`config.mk`:
```
export PLATFORM = sky130hd
export DESIGN_NAME = scan_tap_port
export DESIGN_NICKNAME = d
export VERILOG_FILES = /design/src/rtl/scan_tap_pkg.sv /design/src/rtl/tap_ctrl_fsm.sv /design/src/rtl/tap_instr_reg.sv /design/src/rtl/tap_data_regs.sv /design/src/rtl/scan_tap_port.sv
export SDC_FILE = /design/constraint.sdc
export NUM_CORES = 1
export LEC_CHECK = 0
export BUFFER_PORTS_ARGS = -buffer_cell sky130_fd_sc_hd__buf_2
export CORE_MARGIN = 2
export CORE_UTILIZATION = 35
export DETAILED_ROUTE_END_ITERATION = 12
export MAX_ROUTING_LAYER = met4
export PLACE_DENSITY_LB_ADDON = 0.08
export SYNTH_ARGS = -nofsm -noshare
export SYNTH_HDL_FRONTEND = slang
export SYNTH_SLANG_ARGS = --single-unit
export TNS_END_PERCENT = 50
```
`constraint.sdc`:
```
create_clock -name tck -period 4.32 [get_ports tck]
set_input_delay 1.08 -clock tck [delete_from_list [all_inputs] [get_ports tck]]
set_output_delay 1.08 -clock tck [all_outputs]
set_load 0.01 [all_outputs]
```
`src/rtl/scan_tap_pkg.sv`:
```
package scan_tap_pkg;

    localparam int IR_W = 3;

    localparam logic [IR_W-1:0] OP_EXTEST  = 3'b000;
    localparam logic [IR_W-1:0] OP_IDCODE  = 3'b001;
    localparam logic [IR_W-1:0] OP_SAMPLE  = 3'b100;
    localparam logic [IR_W-1:0] OP_BYPASS  = 3'b111;
    localparam logic [IR_W-1:0] IR_CAPTURE = 3'b001;

    typedef enum logic [3:0] {
        ST_TLR, ST_RTI,
        ST_SEL_DR, ST_CAP_DR, ST_SHF_DR, ST_EX1_DR, ST_PAU_DR, ST_EX2_DR, ST_UPD_DR,
        ST_SEL_IR, ST_CAP_IR, ST_SHF_IR, ST_EX1_IR, ST_PAU_IR, ST_EX2_IR, ST_UPD_IR
    } tap_state_e;

    typedef enum logic [1:0] {
        PATH_BYP,
        PATH_ID,
        PATH_BSR
    } dr_path_e;

    function automatic tap_state_e tap_next(input tap_state_e cur, input logic m);
        tap_state_e nx;
        case (cur)
            ST_TLR:    nx = m ? ST_TLR    : ST_RTI;
            ST_RTI:    nx = m ? ST_SEL_DR : ST_RTI;
            ST_SEL_DR: nx = m ? ST_SEL_IR : ST_CAP_DR;
            ST_CAP_DR: nx = m ? ST_EX1_DR : ST_SHF_DR;
            ST_SHF_DR: nx = m ? ST_EX1_DR : ST_SHF_DR;
            ST_EX1_DR: nx = m ? ST_UPD_DR : ST_PAU_DR;
            ST_PAU_DR: nx = m ? ST_EX2_DR : ST_PAU_DR;
            ST_EX2_DR: nx = m ? ST_UPD_DR : ST_SHF_DR;
            ST_UPD_DR: nx = m ? ST_SEL_DR : ST_RTI;
            ST_SEL_IR: nx = m ? ST_TLR    : ST_CAP_IR;
            ST_CAP_IR: nx = m ? ST_EX1_IR : ST_SHF_IR;
            ST_SHF_IR: nx = m ? ST_EX1_IR : ST_SHF_IR;
            ST_EX1_IR: nx = m ? ST_UPD_IR : ST_PAU_IR;
            ST_PAU_IR: nx = m ? ST_EX2_IR : ST_PAU_IR;
            ST_EX2_IR: nx = m ? ST_UPD_IR : ST_SHF_IR;
            ST_UPD_IR: nx = m ? ST_SEL_DR : ST_RTI;
            default:   nx = ST_TLR;
        endcase
        return nx;
    endfunction

endpackage

```
`src/rtl/tap_ctrl_fsm.sv`:
```
module tap_ctrl_fsm
    import scan_tap_pkg::*;
(
    input  logic       tck,
    input  logic       rst_n,
    input  logic       tms,
    output tap_state_e state
);

    typedef struct packed {
        tap_state_e st;
    } fsm_regs_t;

    fsm_regs_t r_d, r_q;

    always_comb begin
        r_d    = r_q;
        r_d.st = tap_next(r_q.st, tms);
    end

    always_ff @(posedge tck or negedge rst_n) begin
        if (!rst_n) r_q <= '{st: ST_TLR};
        else        r_q <= r_d;
    end

    assign state = r_q.st;


    five_ones_reset_chk: assert property (@(posedge tck) disable iff (!rst_n)
        (tms && $past(tms) && $past(tms, 2) && $past(tms, 3) && $past(tms, 4))
        |=> (state == ST_TLR));

endmodule

```
`src/rtl/tap_instr_reg.sv`:
```
module tap_instr_reg
    import scan_tap_pkg::*;
(
    input  logic       tck,
    input  logic       rst_n,
    input  tap_state_e state,
    input  logic       tdi,
    output logic       ir_tdo,
    output dr_path_e   path
);

    typedef struct packed {
        logic [IR_W-1:0] shift;
        logic [IR_W-1:0] active;
    } ir_regs_t;

    ir_regs_t r_d, r_q;

    always_comb begin
        r_d = r_q;
        case (state)
            ST_TLR:    r_d.active = OP_IDCODE;
            ST_CAP_IR: r_d.shift  = IR_CAPTURE;
            ST_SHF_IR: r_d.shift  = {tdi, r_q.shift[IR_W-1:1]};
            ST_UPD_IR: r_d.active = r_q.shift;
            default:   ;
        endcase
    end

    always_ff @(posedge tck or negedge rst_n) begin
        if (!rst_n) r_q <= '{shift: IR_CAPTURE, active: OP_IDCODE};
        else        r_q <= r_d;
    end

    always_comb begin
        case (r_q.active)
            OP_IDCODE:             path = PATH_ID;
            OP_EXTEST, OP_SAMPLE:  path = PATH_BSR;
            default:               path = PATH_BYP;
        endcase
    end

    assign ir_tdo = r_q.shift[0];


    tlr_loads_idcode_chk: assert property (@(posedge tck) disable iff (!rst_n)
        (state == ST_TLR) |=> (r_q.active == OP_IDCODE));


    capture_pattern_chk: assert property (@(posedge tck) disable iff (!rst_n)
        (state == ST_CAP_IR) |=> (r_q.shift[1:0] == 2'b01));


    instr_hold_chk: assert property (@(posedge tck) disable iff (!rst_n)
        !(state == ST_UPD_IR || state == ST_TLR) |=> $stable(r_q.active));

endmodule

```
`src/rtl/tap_data_regs.sv`:
```
module tap_data_regs
    import scan_tap_pkg::*;
#(
    parameter int                 BSR_LEN   = 8,
    parameter logic [BSR_LEN-1:0] UNBONDED  = '0,
    parameter logic [2:0]         REV_ID    = 3'd1,
    parameter logic [4:0]         DEPTH_ID  = 5'd9,
    parameter logic [5:0]         WIDTH_ID  = 6'd3,
    parameter logic [5:0]         DEV_ID    = 6'd21,
    parameter logic [10:0]        VENDOR_ID = 11'h1C5
) (
    input  logic               tck,
    input  logic               rst_n,
    input  tap_state_e         state,
    input  dr_path_e           path,
    input  logic               tdi,
    input  logic [BSR_LEN-1:0] pins,
    output logic               dr_tdo
);

    localparam int          ID_W    = 32;
    localparam logic [31:0] ID_WORD = {REV_ID, DEPTH_ID, WIDTH_ID, DEV_ID, VENDOR_ID, 1'b1};

    typedef struct packed {
        logic [ID_W-1:0]    id_sh;
        logic               byp;
        logic [BSR_LEN-1:0] bsr;
    } dr_regs_t;

    dr_regs_t r_d, r_q;
    logic [BSR_LEN-1:0] bsr_cap;

    for (genvar gi = 0; gi < BSR_LEN; gi++) begin : g_cap
        if (UNBONDED[gi]) begin : g_tie
            assign bsr_cap[gi] = 1'b1;
        end else begin : g_pin
            assign bsr_cap[gi] = pins[gi];
        end
    end

    always_comb begin
        r_d = r_q;
        if (state == ST_CAP_DR) begin
            case (path)
                PATH_ID:  r_d.id_sh = ID_WORD;
                PATH_BSR: r_d.bsr   = bsr_cap;
                default:  r_d.byp   = 1'b0;
            endcase
        end else if (state == ST_SHF_DR) begin
            case (path)
                PATH_ID:  r_d.id_sh = {tdi, r_q.id_sh[ID_W-1:1]};
                PATH_BSR: r_d.bsr   = (BSR_LEN > 1) ? {tdi, r_q.bsr[BSR_LEN-1:1]} : tdi;
                default:  r_d.byp   = tdi;
            endcase
        end
    end

    always_ff @(posedge tck or negedge rst_n) begin
        if (!rst_n) r_q <= '{id_sh: ID_WORD, byp: 1'b0, bsr: UNBONDED};
        else        r_q <= r_d;
    end

    always_comb begin
        case (path)
            PATH_ID:  dr_tdo = r_q.id_sh[0];
            PATH_BSR: dr_tdo = r_q.bsr[0];
            default:  dr_tdo = r_q.byp;
        endcase
    end


    bypass_capture_chk: assert property (@(posedge tck) disable iff (!rst_n)
        (state == ST_CAP_DR && path == PATH_BYP) |=> (r_q.byp == 1'b0));


    unbonded_one_chk: assert property (@(posedge tck) disable iff (!rst_n)
        (state == ST_CAP_DR && path == PATH_BSR) |=> ((r_q.bsr & UNBONDED) == UNBONDED));


    update_no_effect_chk: assert property (@(posedge tck) disable iff (!rst_n)
        (state == ST_UPD_DR || state == ST_PAU_DR || state == ST_EX2_DR) |=> $stable(r_q));

endmodule

```
`src/rtl/scan_tap_port.sv`:
```
module scan_tap_port
    import scan_tap_pkg::*;
#(
    parameter int                 BSR_LEN   = 8,
    parameter logic [BSR_LEN-1:0] UNBONDED  = 8'h21,
    parameter logic [2:0]         REV_ID    = 3'd1,
    parameter logic [4:0]         DEPTH_ID  = 5'd9,
    parameter logic [5:0]         WIDTH_ID  = 6'd3,
    parameter logic [5:0]         DEV_ID    = 6'd21,
    parameter logic [10:0]        VENDOR_ID = 11'h1C5
) (
    input  logic               tck,
    input  logic               pwr_rst_n,
    input  logic               tms,
    input  logic               tdi,
    input  logic [BSR_LEN-1:0] pins,
    output logic               tdo,
    output logic               tdo_oe
);

    tap_state_e state;
    dr_path_e   path;
    logic       ir_tdo;
    logic       dr_tdo;

    tap_ctrl_fsm u_fsm (
        .tck   (tck),
        .rst_n (pwr_rst_n),
        .tms   (tms),
        .state (state)
    );

    tap_instr_reg u_ir (
        .tck    (tck),
        .rst_n  (pwr_rst_n),
        .state  (state),
        .tdi    (tdi),
        .ir_tdo (ir_tdo),
        .path   (path)
    );

    tap_data_regs #(
        .BSR_LEN   (BSR_LEN),
        .UNBONDED  (UNBONDED),
        .REV_ID    (REV_ID),
        .DEPTH_ID  (DEPTH_ID),
        .WIDTH_ID  (WIDTH_ID),
        .DEV_ID    (DEV_ID),
        .VENDOR_ID (VENDOR_ID)
    ) u_dr (
        .tck    (tck),
        .rst_n  (pwr_rst_n),
        .state  (state),
        .path   (path),
        .tdi    (tdi),
        .pins   (pins),
        .dr_tdo (dr_tdo)
    );

    typedef struct packed {
        logic dout;
        logic oe;
    } out_regs_t;

    out_regs_t o_d, o_q;

    always_comb begin
        o_d      = o_q;
        o_d.oe   = (state == ST_SHF_IR) || (state == ST_SHF_DR);
        if (state == ST_SHF_IR)      o_d.dout = ir_tdo;
        else if (state == ST_SHF_DR) o_d.dout = dr_tdo;
    end

    always_ff @(negedge tck or negedge pwr_rst_n) begin
        if (!pwr_rst_n) o_q <= '{dout: 1'b0, oe: 1'b0};
        else            o_q <= o_d;
    end

    assign tdo    = o_q.dout;
    assign tdo_oe = o_q.oe;


    drive_window_chk: assert property (@(posedge tck) disable iff (!pwr_rst_n)
        tdo_oe == ((state == ST_SHF_IR) || (state == ST_SHF_DR)));

endmodule

```
==> run summary, run 1 <==
The most numerous cell in the Yosys netlist was nand2_1. The logs give 0 for the buffer count from post-CTS setup fixing and 0 for the number of antenna violations at the first check in global routing. For the pin with the worst max-slew slack, the measured transition is 0.881 ns.

For the final design utilization, the log shows 0.395. The final route contains 1,784 vias. The logs give 3.06 ns for the signal arrival time at the worst endpoint and 0.0320 for the met3 track demand over resource in global routing. For the combinational cell fraction of total power, the log shows 0.405. Maximum level of the CTS H-tree: 2. The total routing resource utilization after global routing was 0.146. For the worst-skew pair, the clock arrives at the later sink with an insertion delay of 0.30 ns. Dividing the detail-routed wire length by the instance count gives 12.9 um. The wire length after detailed routing is 4.82 mm, and the share of the yosys chip area belonging to registers is 0.544. After synthesis, the most frequently instantiated cells are 67 x nand2_1, 40 x o21ai_1, 33 x dfrtp_1. The routability congestion estimate came out at 0.740. The initial DRC count is 106, and the I/O pin count is 14. Most common flop cell mapped by yosys: dfrtp_1. TritonCTS built the clock tree. The tools report the setup TNS as 0 ns. The class of the tightest hold or removal check was register to register. The sum of net half-perimeters after detailed placement was 3.15 mm. The buffers plus inverters on the worst setup path is 1. CTS saw 53 sinks. The worst path meets setup with 0.181 ns of slack. The tools report the remaining max-slew budget at the tightest pin as 0.411.

Switching share of power: 0.401. At the placement stage, the worst setup path has a slack of 0.338 ns. For the post-cts repair resize count, the log shows 0. In this run the most critical hold path is launched from u_dr.r_q[23]$_DFFE_PN1P_. For this run, the slowest stage of the critical path takes 0.45 ns. Worst hold margin: 0.465 ns. Clock tree synthesis inserted a total of 5 buffers. The clock transition at the register clock pins on the worst setup and hold paths after CTS was 0.09 ns; the post-detailed-route DRC marker count was 0. The first global-routing pass estimated 8.45 mm of wire. The layer with the highest usage is met2.

Entering global routing, the biggest net connects 41 pins. The number of max-cap violations came out at 0. The net count of the finished layout is 290. Kind of critical path: register to output port.

The run gives 0.363 as the starting density of the core. After floorplanning, the core was divided into 30 placement rows. Maximum fanout along the worst path: 3. Clock skew on the completed layout was measured at 0.00399 ns. During placement, the flow inserted port buffers numbering 11. Fraction of synthesized cell area taken by the top area cell type: 0.333. Dividing total power by cell area gives a power density of 732 nW/um^2. After synthesis, the mean cell area works out to 9.16 sq um. Via count of the first global-routing pass: 1,713.

Total nets after synthesis: 285. The category of cells accounting for the largest share of critical-path delay was flip-flops. The total inserted antenna cells was 0.

The number of synthesized flops with an enable pin came out at 0. Internal power comes to 1180 uW. The critical path starts at tdo$_DFFE_NN0P_. The sort of element at the start of the critical path is a register. dfrtp_1 takes more of the synthesized area than any other cell.

The signal on the critical path passes through buf_2. Dividing the detail-routed via count by the number of cells gives 4.78. The switching power total came out at 790 uW. Setup repair after global routing left no endpoint under its margin. The root buffer cell chosen for the clock tree is clkbuf_8.

The tools report the maximum root-to-sink buffer count as 2. The part of the total power dissipated in sequential elements is 0.447, and the width of the chip is 88.2 um. The run gives 0 as the number of pins with negative max-slew slack in the final report. The number of nets still failing antenna checks after routing is 0, and the cell count after synthesis is 271. The number of storage elements in the synthesis netlist was 53. The area of the die is 7780 sq um, and the core outline area is 6830 sq um. The startpoint identified for the worst register-to-register timing path is u_ir.r_q[0]$_DFFE_PN1P_. The slowest library cell on the worst path is dfrtn_1.

Proportion of power drawn by the clock network: 0.148. The layout overhead on the synthesized area is 8.62%, and the warning count from the yosys run is 0. The met1 global-route usage was 0.197. The worst-case IR drop observed on VDD is 0.262 mV.

The netlist uses 39 different library cells. Setup violations remaining at the end of the flow were counted as 0. The flow ran to the end, and the final reports show no timing, DRC or antenna violations.

The tools report the met2 track demand over resource as 0.221. Data on the critical path is required at its endpoint by 3.24 ns. The tools report the number of detailed-route iterations in the first pass as 4.

For the total of hold buffers inserted after clock tree synthesis, the log shows 0. The proportion of synthesized flip-flops having asynchronous set or reset was 1.00; the count of endpoints failing hold in the final timing report was 0. In the post-synthesis netlist, the biggest area contributors are dfrtp_1 33%, dfstp_2 19%, nand2_1 10%, o21ai_1 8.1%, nor2_1 3.5%.

For this design the static power due to leakage is 0.00112 uW. The share of final-layout standard cells stronger than drive strength 1 is 0.173, and the vertical die dimension is 88.2 um. Global routing finished with a remaining overflow of 0. Summing every instance area after synthesis gives 2480 sq um. The tools report the critical path capture point type as an output port.
state kept, by name (all words and copies together), names as in the netlist:
register and count:
tdo 1, u_ir.ir_tdo 1, u_dr.r_q 41, u_fsm.state 4
u_ir.r_q 5, tdo_oe 1
cell usage in the layout, fill, tap and decap left out, types with 2 or more instances in the layout:
cell type / instances
nand2_1: 67
o21ai_1: 40
dfrtp_1: 33
nor2_1: 23
dfstp_2: 18
a21oi_1: 12
buf_2: 11
o21ai_0: 10
buf_4: 7
clkbuf_8: 6
inv_1: 5
or3_1: 5
mux2i_1: 5
nor2b_1: 3
nor3_1: 3
nand3_1: 2
a31oi_1: 2
ha_1: 2
dfrtn_1: 2
metrics by stage:
stage,total power [uW],cell area [sq um],cells
after floorplan,1550,2480,271
after global placement,1690,2600,365
after detailed placement,1710,2600,365
after CTS,2010,2700,373
after global routing,2190,2700,373
final,1970,2700,373
cell type report:
type | count | area (sq um)
sequential | 53 | 1350
inverter | 6 | 22.5
tap | 96 | 120
clock inverter | 1 | 7.51
fill | 744 | 4140
multi-input combinational | 192 | 1000
timing repair buffer | 18 | 108
clock buffer | 7 | 86.3
worst paths after layout:
kind                                                  to  slack, ns  depth (start not counted)
min in group asynchronous       u_dr.r_q[14]$_DFFE_PN0P_       0.82                          2
max in group asynchronous                tdo$_DFFE_NN0P_       1.52                          1
worst min-delay path            u_dr.r_q[23]$_DFFE_PN1P_       0.47                          2
worst min register to register  u_dr.r_q[23]$_DFFE_PN1P_       0.47                          2
worst max register to register           tdo$_DFFE_NN0P_       0.31                          7
worst max-delay path                                 tdo       0.18                          1
routing by layer:
metal | up-vias | wire length [um]
met5 | - | 0
met3 | 6 | 98
li1 | 917 | -
met4 | 0 | 65
met1 | 846 | 2410
met2 | 15 | 2250
cell families after synthesis:
kind of cell,share of synthesized area
AOI/OAI and AO/OA,0.174
xor gates and xnor gates,0.00353
adders and majority gates,0.0101
buffers and inverters,0.0585
DFF,0.544
muxes,0.0247
and+or+nand+nor,0.185
power groups by stage:
stage                     clock, uW  sequential, uW  combinational (uW)
after global routing            337             913                 939
after detailed placement          0             895                 817
final                           292             882                 798
after floorplan                   0             837                 709
after CTS                       308             886                 818
after global placement            0             888                 803
Power figures use the tool's default switching activity.
==> inputs of run 2 (changes only) <==
--- a/config.mk
+++ b/config.mk
@@ -8,9 +8,11 @@
 export BUFFER_PORTS_ARGS = -buffer_cell sky130_fd_sc_hd__buf_2
 export CORE_MARGIN = 2
 export CORE_UTILIZATION = 35
+export CTS_CLUSTER_DIAMETER = 100
 export DETAILED_ROUTE_END_ITERATION = 12
 export MAX_ROUTING_LAYER = met4
 export PLACE_DENSITY_LB_ADDON = 0.08
+export REMOVE_ABC_BUFFERS = 1
 export SYNTH_ARGS = -nofsm -noshare
 export SYNTH_HDL_FRONTEND = slang
 export SYNTH_SLANG_ARGS = --single-unit
==> run summary, run 2 (same netlist as run 1, synthesis figures left out) <==
The worst path setup slack after routing was 0.196 ns (+0.0155 ns); the largest net degree at the start of global routing was 49 (+20%). The clock transition at the register clock pins on the worst setup and hold paths after CTS was 0.10 ns (about the same). The number of flip-flops in the largest register was 41 (unchanged); the maximum ir drop on the vdd rail was 0.280 mV (+6.8%). The startpoint identified for the worst register-to-register timing path is u_ir.r_q[0]$_DFFE_PN1P_.

The pre-CTS setup slack was 0.255 ns (-0.0836 ns); the number of sinks driven by the clock tree was 53 (unchanged). Setup repair after global routing left no endpoint under its margin. The buffers plus inverters on the worst setup path works out to 1 (unchanged). The worst setup path is launched from a register. The area of the multi-input gates was 1000 sq um (unchanged). The leakage dissipation was 0.00113 uW (+1.2%).

The total CTS buffers is 5 (unchanged). Delay contributed by the slowest stage of the critical path: 0.43 ns (-0.02 ns). The top cell types in the final layout, fill and taps aside, are 67 x nand2_1, 40 x o21ai_1, 33 x dfrtp_1. The tools report the insertion delay to the later sink of the worst-skew pair as 0.31 ns (about the same). More flip-flops sit in one register than any other, and that register is u_dr.r_q. The logs give 3.24 ns (about the same) for the data required time of the critical path and 7780 sq um (unchanged) for the area of the die. For the count of fill cells added during filler insertion, the log shows 748 (+0.54%). For the initial DRC count, the log shows 76 (-28%).

The post-detailed-route DRC marker count was 0 (unchanged). The flow ran to the end, and the final reports show no timing, DRC or antenna violations. The run gives 0.26 ns (-0.05 ns) as the register-to-register path setup slack.

The first-pass GRT wire length was 8.41 mm (-0.49%); the number of port buffers was 11 (unchanged). The logs give 0 (unchanged) for the number of antenna violations at the first check in global routing and 0.523 (+0.112) for the remaining max-slew budget at the tightest pin. The routability congestion estimate was 0.771 (+4.2%); the actual slew at the worst max-slew pin was 0.713 ns (-0.168 ns).

The via count of the first global-routing pass was 1,743 (+1.8%). The class of the tightest hold or removal check was register to register. The setup skew after layout is 0.00628 ns (+0.00229 ns).

The final routed wire length divided by cell count works out to 12.7 um (-1.7%). The worst hold margin is 0.466 ns (+0.000645 ns), and the width of the chip is 88.2 um (unchanged). The post-cts repair resize count is 0 (unchanged).

The critical path goes through buf_2. For the starting density of the core, the log shows 0.363 (unchanged). For the total of hold buffers inserted after clock tree synthesis, the log shows 0 (unchanged). The logs give 1,756 (-1.6%) for the routed via count and 0 (unchanged) for the count of endpoints failing hold in the final timing report. TritonCTS built the clock tree. The number of max-cap violations came out at 0 (unchanged).

The tools report the total congestion overflow as 0 (unchanged). The power density over cell area works out to 748 nW/um^2 (+2.2%). The category of cells accounting for the largest share of critical-path delay is flip-flops. The maximum root-to-sink buffer count was 2 (unchanged). The via density per instance works out to 4.71 (-1.6%). The tools report the total routing resource utilization after global routing as 0.145 (-0.00127). The most critical setup path has its endpoint at tdo. The cell sitting at the root of the clock tree is a clkbuf_8.

The signal arrival time at the worst endpoint was 3.04 ns (-0.02 ns). In this run the worst setup path begins at tdo$_DFFE_NN0P_. The number of nets still failing antenna checks after routing came out at 0 (unchanged). For this design, the slowest cell found on the critical path is dfrtn_1. From synthesis to final layout, the design area changed by 9.68%.

Leaving out fill and tap cells, the most frequent cell in the layout is nand2_1. The sum of net half-perimeters after detailed placement was 2.99 mm (-5.1%). Share of final-layout standard cells stronger than drive strength 1: 0.177 (+0.00361). The maximum fanout along the worst path is 3 (unchanged). The number of pins with negative max-slew slack in the final report was 0 (unchanged). The tools report the number of nets in the layout as 290 (unchanged). By startpoint and endpoint, the worst setup path is classified as register to output port.

The worst setup path is captured at an output port. The number of cell instances on the worst register-to-register path is 7 (unchanged), and the total number of placement rows is 30 (unchanged). The logs give 4 (unchanged) for the number of detailed-route iterations in the first pass and 2 (unchanged) for the maximum level of the CTS H-tree. The endpoint identified for the worst register-to-register timing path is tdo$_DFFE_NN0P_. The tools report the total inserted antenna cells as 0 (unchanged). The I/O pin count came out at 14 (unchanged). The wire length after detailed routing was 4.74 mm (-1.7%). The run gives 0 (unchanged) as the buffer count from post-CTS setup fixing. The number of cells on the critical path was 1 (unchanged); the core outline area was 6830 sq um (unchanged). Final number of setup-violating endpoints: 0 (unchanged). The tools report the sequential cell area as 1350 sq um (unchanged). The vertical die dimension is 88.2 um (unchanged).
==> run 2: changes by cell type in the layout (fill, tap and decap cells not counted) <==
cell,delta
bufinv_16,+1
clkbuf_1,-1
==> run 2: cell type report <==
type,count,area share
clock buffers,6,0.0303
clock inverters,2,0.0138
inverters,6,0.00828
multi-input cells,192,0.368
flip-flops and latches,53,0.496
well taps,96,0.0441
repair buffers,18,0.0395
==> run 2: per-layer routing <==
layer | part of all wire | global-route usage | up-vias
met5 | 0 | - | -
met4 | 0.014 | 0.0496 | 0
met3 | 0.026 | 0.0339 | 5
met2 | 0.44 | 0.218 | 22
met1 | 0.52 | 0.191 | 811
li1 | - | - | 918
==> run 2: worst min path at each step <==
stage | cells past startpoint | from | end
after floorplan | 2 | u_dr.r_q[5]$_DFFE_PN1P_ | u_dr.r_q[5]$_DFFE_PN1P_
after global placement | 2 | u_dr.r_q[25]$_DFFE_PN1P_ | u_dr.r_q[25]$_DFFE_PN1P_
after detailed placement | 2 | u_dr.r_q[25]$_DFFE_PN1P_ | u_dr.r_q[25]$_DFFE_PN1P_
after CTS | 2 | u_dr.r_q[25]$_DFFE_PN1P_ | u_dr.r_q[25]$_DFFE_PN1P_
after global routing | 2 | u_dr.r_q[21]$_DFFE_PN1P_ | u_dr.r_q[21]$_DFFE_PN1P_
final | 2 | u_dr.r_q[25]$_DFFE_PN1P_ | u_dr.r_q[25]$_DFFE_PN1P_
==> run 2: report_power, final <==
part	internal (uW)	total [uW]	switching [uW]	leakage, uW
Clock	189	355	166	0.0000574
Combinational	315	824	509	0.000431
Sequential	741	856	115	0.000642
Total	1250	2040	791	0.00113
==> run 2: through the flow <==
stage	TNS, ns	std cells	power, uW	instance area (sq um)	util
2_1_floorplan	-3.06	251	1460	2360	-
3_3_place_gp	0	365	1700	2600	0.381
3_5_place_dp	0	365	1710	2600	0.381
4_1_cts	0	373	2070	2720	0.398
5_1_grt	0	373	2250	2720	0.398
6_report	0	373	2040	2720	0.398
